[src/rtl/olsx_pkg.sv]
package olsx_pkg;

  localparam int unsigned SQ     = 4;            // order of the square
  localparam int unsigned T_CORR = 2;            // correctable errors
  localparam int unsigned N_GRP  = 2 * T_CORR;   // parity groups
  localparam int unsigned K_BASE = SQ * SQ;      // base data bits
  localparam int unsigned K_EXT  = N_GRP;        // one extension bit per group
  localparam int unsigned K_DATA = K_BASE + K_EXT;
  localparam int unsigned N_CHK  = N_GRP * SQ;
  localparam int unsigned N_CW   = K_DATA + N_CHK;

  // Product in GF(4), polynomial x^2 + x + 1
  function automatic logic [1:0] gf4_mul(input logic [1:0] a, input logic [1:0] b);
    logic [1:0] acc;
    logic [1:0] sh;
    acc = 2'b00;
    sh  = a;
    for (int k = 0; k < 2; k++) begin
      if (b[k]) acc = acc ^ sh;
      sh = {sh[1] ^ sh[0], sh[1]};
    end
    return acc;
  endfunction

  // Row of group g that base data bit d feeds
  function automatic logic [1:0] grp_row(input int g, input int d);
    logic [1:0] ri;
    logic [1:0] cj;
    ri = 2'(d / SQ);
    cj = 2'(d % SQ);
    case (g)
      0:       return ri;
      1:       return cj;
      2:       return ri ^ cj;
      default: return ri ^ gf4_mul(2'd2, cj);
    endcase
  endfunction

  // Data positions covered by row r of group g
  function automatic logic [K_DATA-1:0] row_mask(input int g, input int r);
    logic [K_DATA-1:0] m;
    m = '0;
    for (int d = 0; d < K_BASE; d++) begin
      if (int'(grp_row(g, d)) == r) m[d] = 1'b1;
    end
    m[K_BASE + g] = 1'b1;
    return m;
  endfunction

endpackage

[src/rtl/olsx_group_xor.sv]
module olsx_group_xor #(
  parameter int unsigned GRP  = 0,
  parameter int unsigned DW   = olsx_pkg::K_DATA,
  parameter int unsigned ROWS = olsx_pkg::SQ
) (
  input  logic [DW-1:0]   data_i,
  output logic [ROWS-1:0] chk_o
);

  for (genvar r = 0; r < ROWS; r++) begin : g_row
    localparam logic [DW-1:0] MASK = DW'(olsx_pkg::row_mask(GRP, r));
    assign chk_o[r] = ^(data_i & MASK);
  end

endmodule

[src/rtl/olsx_out_stage.sv]
module olsx_out_stage #(
  parameter int unsigned W = olsx_pkg::N_CW
) (
  input  logic         clk,
  input  logic         rst,
  input  logic         vld_i,
  input  logic [W-1:0] d_i,
  output logic         vld_o,
  output logic [W-1:0] d_o
);

  always_ff @(posedge clk) begin
    if (rst) begin
      vld_o <= 1'b0;
      d_o   <= '0;
    end else begin
      vld_o <= vld_i;
      if (vld_i) d_o <= d_i;
    end
  end

endmodule

[src/rtl/olsx_encoder.sv]
module olsx_encoder
  import olsx_pkg::*;
#(
  parameter int unsigned ROWS = SQ,
  parameter int unsigned GRPS = N_GRP,
  parameter int unsigned KB   = K_BASE,
  parameter int unsigned KD   = K_DATA,
  localparam int unsigned NC  = GRPS * ROWS,
  localparam int unsigned CW  = KD + NC
) (
  input  logic          clk,
  input  logic          rst,
  input  logic          in_valid,
  input  logic [KD-1:0] in_data,
  output logic          out_valid,
  output logic [CW-1:0] out_codeword
);

  logic [NC-1:0] chk;
  logic [CW-1:0] cw_next;

  for (genvar g = 0; g < GRPS; g++) begin : g_grp
    olsx_group_xor #(
      .GRP (g),
      .DW  (KD),
      .ROWS(ROWS)
    ) u_grp (
      .data_i(in_data),
      .chk_o (chk[g*ROWS +: ROWS])
    );
  end

  assign cw_next = {chk, in_data};

  olsx_out_stage #(.W(CW)) u_stage (
    .clk  (clk),
    .rst  (rst),
    .vld_i(in_valid),
    .d_i  (cw_next),
    .vld_o(out_valid),
    .d_o  (out_codeword)
  );

  AST_RESET_CLEAR: assert property (@(posedge clk)
    rst |=> (!out_valid && out_codeword == '0));

  AST_DATA_PASS: assert property (@(posedge clk) disable iff (rst)
    in_valid |=> out_codeword[KD-1:0] == $past(in_data));

  AST_VALID_RISE: assert property (@(posedge clk) disable iff (rst)
    in_valid |=> out_valid);

  AST_VALID_DROP: assert property (@(posedge clk) disable iff (rst)
    !in_valid |=> !out_valid);

  AST_HOLD_IDLE: assert property (@(posedge clk) disable iff (rst)
    !in_valid |=> $stable(out_codeword));

  AST_CHECK_EVEN: assert property (@(posedge clk) disable iff (rst)
    out_valid |-> (^out_codeword[CW-1:KD]) == 1'b0);

  for (genvar g = 0; g < GRPS; g++) begin : g_bal
    AST_GROUP_BALANCE: assert property (@(posedge clk) disable iff (rst)
      out_valid |-> (^out_codeword[KD + g*ROWS +: ROWS]) == (^out_codeword[KB-1:0]));
  end

endmodule

[config.mk]
export PLATFORM = sky130hd
export DESIGN_NAME = olsx_encoder
export DESIGN_NICKNAME = d
export VERILOG_FILES = /design/src/rtl/olsx_pkg.sv /design/src/rtl/olsx_group_xor.sv /design/src/rtl/olsx_out_stage.sv /design/src/rtl/olsx_encoder.sv
export SDC_FILE = /design/constraint.sdc
export NUM_CORES = 1
export LEC_CHECK = 0
export CAP_MARGIN = 20
export CORE_ASPECT_RATIO = 1.1
export CORE_MARGIN = 2
export CORE_UTILIZATION = 25
export CTS_CLUSTER_SIZE = 24
export DETAILED_ROUTE_END_ITERATION = 8
export HOLD_SLACK_MARGIN = 0.02
export PLACE_DENSITY_LB_ADDON = 0.15
export SLEW_MARGIN = 5
export SYNTH_ARGS = -nofsm -noshare
export SYNTH_HDL_FRONTEND = slang
export SYNTH_SLANG_ARGS = --single-unit
[constraint.sdc]
create_clock -name clk -period 1 [get_ports clk]
set_input_delay 0.1 -clock clk [delete_from_list [all_inputs] [get_ports clk]]
set_output_delay 0.1 -clock clk [all_outputs]
set_load 0.02 [all_outputs]
Word level (Yosys, flattened, before mapping). Index checks and enable logic that the tools add are counted.

RAM bits: 0. Flip-flop bits (word level): 37. Logic and storage cells: 18. Memories: 0. Latch bits: 0. Bits in read-only memories: 0. Output and inout port bits: 37. Bits of input ports: 23.

Equal/unequal tests: 0. Shifts and indexed selects: 0. Multiply operators: 0. Magnitude comparators: 0. Bitwise gates (word level): 0. $add $sub $neg: 0. Div/mod/pow operators: 0. Reductions and logical operators: 16. Multiplexer cells: 0.

Operators with widths (count): $reduce_xor A20 Y1 (16).

Longest topological paths before layout.
Depth in word-level cells: 1. Mapped depth: 5. Gate-level depth less buffers: 3.

Hierarchy. Synthesis repeated with hierarchy kept, for this count alone.

Cells, all modules: 166. Area, all modules: 1973.1 um^2.

Modules (own cells, without submodules): olsx_out_stage (cells each 118, instances 1, area an instance 1332.5 um^2, seq. area each 740.7 um^2); olsx_group_xor (cells each 12, instances 4, area an instance 160.2 um^2, seq. area each 0.0 um^2).

Worst setup path before layout. No wires, ideal clock.

Kind: input port to flip-flop. Start: input port in_data[4]. End: register u_stage.d_o[21]. Setup time: 133 ps. Arrival time: 814 ps. Cell stages on the path: 4. Required time: 867 ps. Path buffers: 1. Path slack: 53 ps. Cells stage by stage: buf_2 -> xnor3_1 -> nand3_1 -> o221ai_1.

Longest elaborated chain between the ends: 1.

Ends and longest elaborated chain: from (decl) (line olsx_encoder.sv:14) `input logic [KD-1:0] in_data,`; $reduce_xor A20 Y1 (line olsx_group_xor.sv:12) `assign chk_o[r] = ^(data_i & MASK);`; to (signal assigned) (line olsx_out_stage.sv:18) `if (vld_i) d_o <= d_i;`; to (decl) (line olsx_out_stage.sv:9) `output logic [W-1:0] d_o`.

No other way between the ends. A chain may end at the register's enable or synchronous reset.

Final worst setup path.
Start: input port in_data[9]. End: register u_stage.d_o[25].

The elaborated chain is that of the path after synthesis.

==> flow_summary.yaml <==
sta:
  skew_ps: 0
  worst_slack_ps: 33.4
  rsz0062_at_grt: "no"
  finalCritPeriodShare_pct: 96.7
  fin_tns_setup_ps: 0
  max_freq_mhz: 1030
  period_needed_ps: 967
  finalSetupViolations: 0
  tightest_slew_ps: 289
  slew_violations: 0
  hold_viol_final: 0
  timing.slew.headroom_pct: 80.7
  timing.hold.ws_ps: 196
finish:
  final_util_pct: 35.3
  layout_commonest_cell: "buf_2"
  diodes: 0
  nNetsFinal: 308
  drive_above_1_share_pct: 41.6
  final_cell_mix: "buf_2 (38), dfxtp_1 (37), buf_4 (36), mux2i_1 (20), nor2_1 (20)"
  synthToLayoutAreaGrowth_pct: 37.7
power_and_ir_drop:
  leakage_nw: 1.50
  ir_worst_vdd_mv: 0.624
  p_total_w: 0.00410
  power_density_nw_per_um2: 1320
global_routing:
  antenna_found_initial: 0
  grt_pass1_wl_mm: 9.56
  grt_use_total_pct: 12.6
  grt_pass1_vias: 1770
  grt-ovfl-total: 0
  grt_max_degree: 32
setup_path:
  path_delay_family: "buffers and inverters"
  critPathBufInv: 2
  cp.arrival_ps: 1140
  start_kind: "input pin"
  critPathSlowestCell: "xnor3_1"
  r2r_end: "u_stage.d_o[30]"
  reg2regPathDepth: 3
  critical_path_class: "input pin to register"
  cp_slowest_stage_delay_ps: 420
  cp-end-kind: "register"
  crit_path_cell_trace: "clkdlybuf4s15_2 > buf_4 > xnor3_1 > nand3_2 > o221ai_2"
  cp_max_fo: 5
  r2r_setup_slack_ps: 240
  r2r-start: "u_stage.d_o[30]"
  required_ps: 1180
placed_design:
  post-dp-hpwl_mm: 4.35
  gp_congestion: 0.688
  portBuffers: 59
  pre_cts_ws_ps: -611
clock_network:
  clk_latency_ps: 290
  cts_tree: "built"
  htree_levels: 2
  clock_tree.buffer_depth: 2
  clkTransAtPathRegs_ps: 80
  numCtsBuffers: 5
  cts.sinks: 37
  cts_root_buf: "clkbuf_8"
routing:
  antenna_left: 0
  drt_iter0_drc: 58
  wl_mm: 5.90
  viasPerCell: 4.35
  wl_per_cell_um: 14.7
  route.detailed.drc: 0
  first_pass_iters: 4
  vias: 1740
floorplanning:
  ios: 60
  core_um2: 8830
  die_width_um: 94.7
  start_util_pct: 25.6
  dieArea_um2: 9820
  fp-row-count: 36
  die_y_um: 104
yosys:
  ys_types: 16
  syn-cell-area_um2: 2260
  syn_inst: 199
  syn_avg_cell_area_um2: 11.4
  syn_nets: 222
  synth-seq-area-share_pct: 32.8
  synth_warnings: 0
  synth_seq_cells: 37
outcome:
  status: "finished, final reports clean"
min_path:
  whs_path_depth: 3
  worstHoldEndpoint: "u_stage.d_o[6]"
  worstHoldStart: "in_data[6]"
  hold_path.class: "input pin to register"
job:
  max_cap_violations: 0
metal layers:
| metal | track usage [%] | up-vias | wire length, um |
|---|---|---|---|
| met5 | 0 | - | 0 |
| met4 | 3.73 | 0 | 60 |
| met3 | 2.25 | 5 | 252 |
| met2 | 20.7 | 40 | 2940 |
| met1 | 16.8 | 823 | 2640 |
| li1 | - | 872 | - |
report_power, final:
group,total [W],switching (W),internal [W]
sequential,0.00166,0.0000639,0.00160
clock,0.00119,0.000570,0.000624
combinational,0.00124,0.000617,0.000624
worst max-delay path by stage:
stage	startpoint	end	cells past startpoint
after CTS	u_stage.d_o[34]	out_codeword[34]	1
after floorplan	in_data[4]	u_stage.d_o[21]	4
after detailed placement	in_data[3]	u_stage.d_o[31]	4
final	in_data[9]	u_stage.d_o[25]	5
after global placement	in_data[3]	u_stage.d_o[31]	4
after global routing	in_data[4]	u_stage.d_o[33]	5
cell type report:
type,count,area [um^2]
Fill cell,949,5710
Multi-Input combinational cell,137,1360
Timing Repair Buffer,104,771
Sequential cell,37,741
Tap cell,114,143
Clock buffer,7,96.3
Clock inverter,1,5.00
state kept, by name, indices dropped and copies added, names as in the netlist:
register       flops
u_stage.vld_o      1
u_stage.d_o       36
what timing repair did:
action,in CTS,in global routing
hold buffers,0,0
setup buffers,1,0
setup endpoints to repair,53,18
pin swaps,16,3
gates resized for setup,174,19
metrics by stage:
step | std cells | instance area, um^2
3_5_place_dp | 391 | 3170
2_1_floorplan | 199 | 2260
3_3_place_gp | 391 | 3170
5_1_grt | 400 | 3110
6_report | 400 | 3110
4_1_cts | 400 | 3200
worst register-to-register path, stage by stage, from the launching register on:
cell	delay [ps]
dfxtp_1	360
buf_4	120
nand2b_1	60
o221ai_2	150
logic make-up (layout without fill, tap and decap cells):
group,Yosys count,after routing,synth area share (%)
compound gates,16,16,9.52
xor+xnor,32,32,22.1
buf+inv,25,112,8.08
flops,37,37,32.8
mux,20,20,8.85
simple gates,69,69,18.6
synthesized netlist by cell type, drive strengths merged:
cell type | number | area [um^2]
nand2b | 16 | 100
nor2b | 1 | 6.26
mux2i | 20 | 200
o221ai | 16 | 215
or3b | 16 | 140
buf | 23 | 175
clkbuf | 2 | 7.51
nor2 | 20 | 75.1
xnor3 | 16 | 360
xor2 | 16 | 140
nand3 | 16 | 100
dfxtp | 37 | 741
Power figures use the tool's default switching activity.
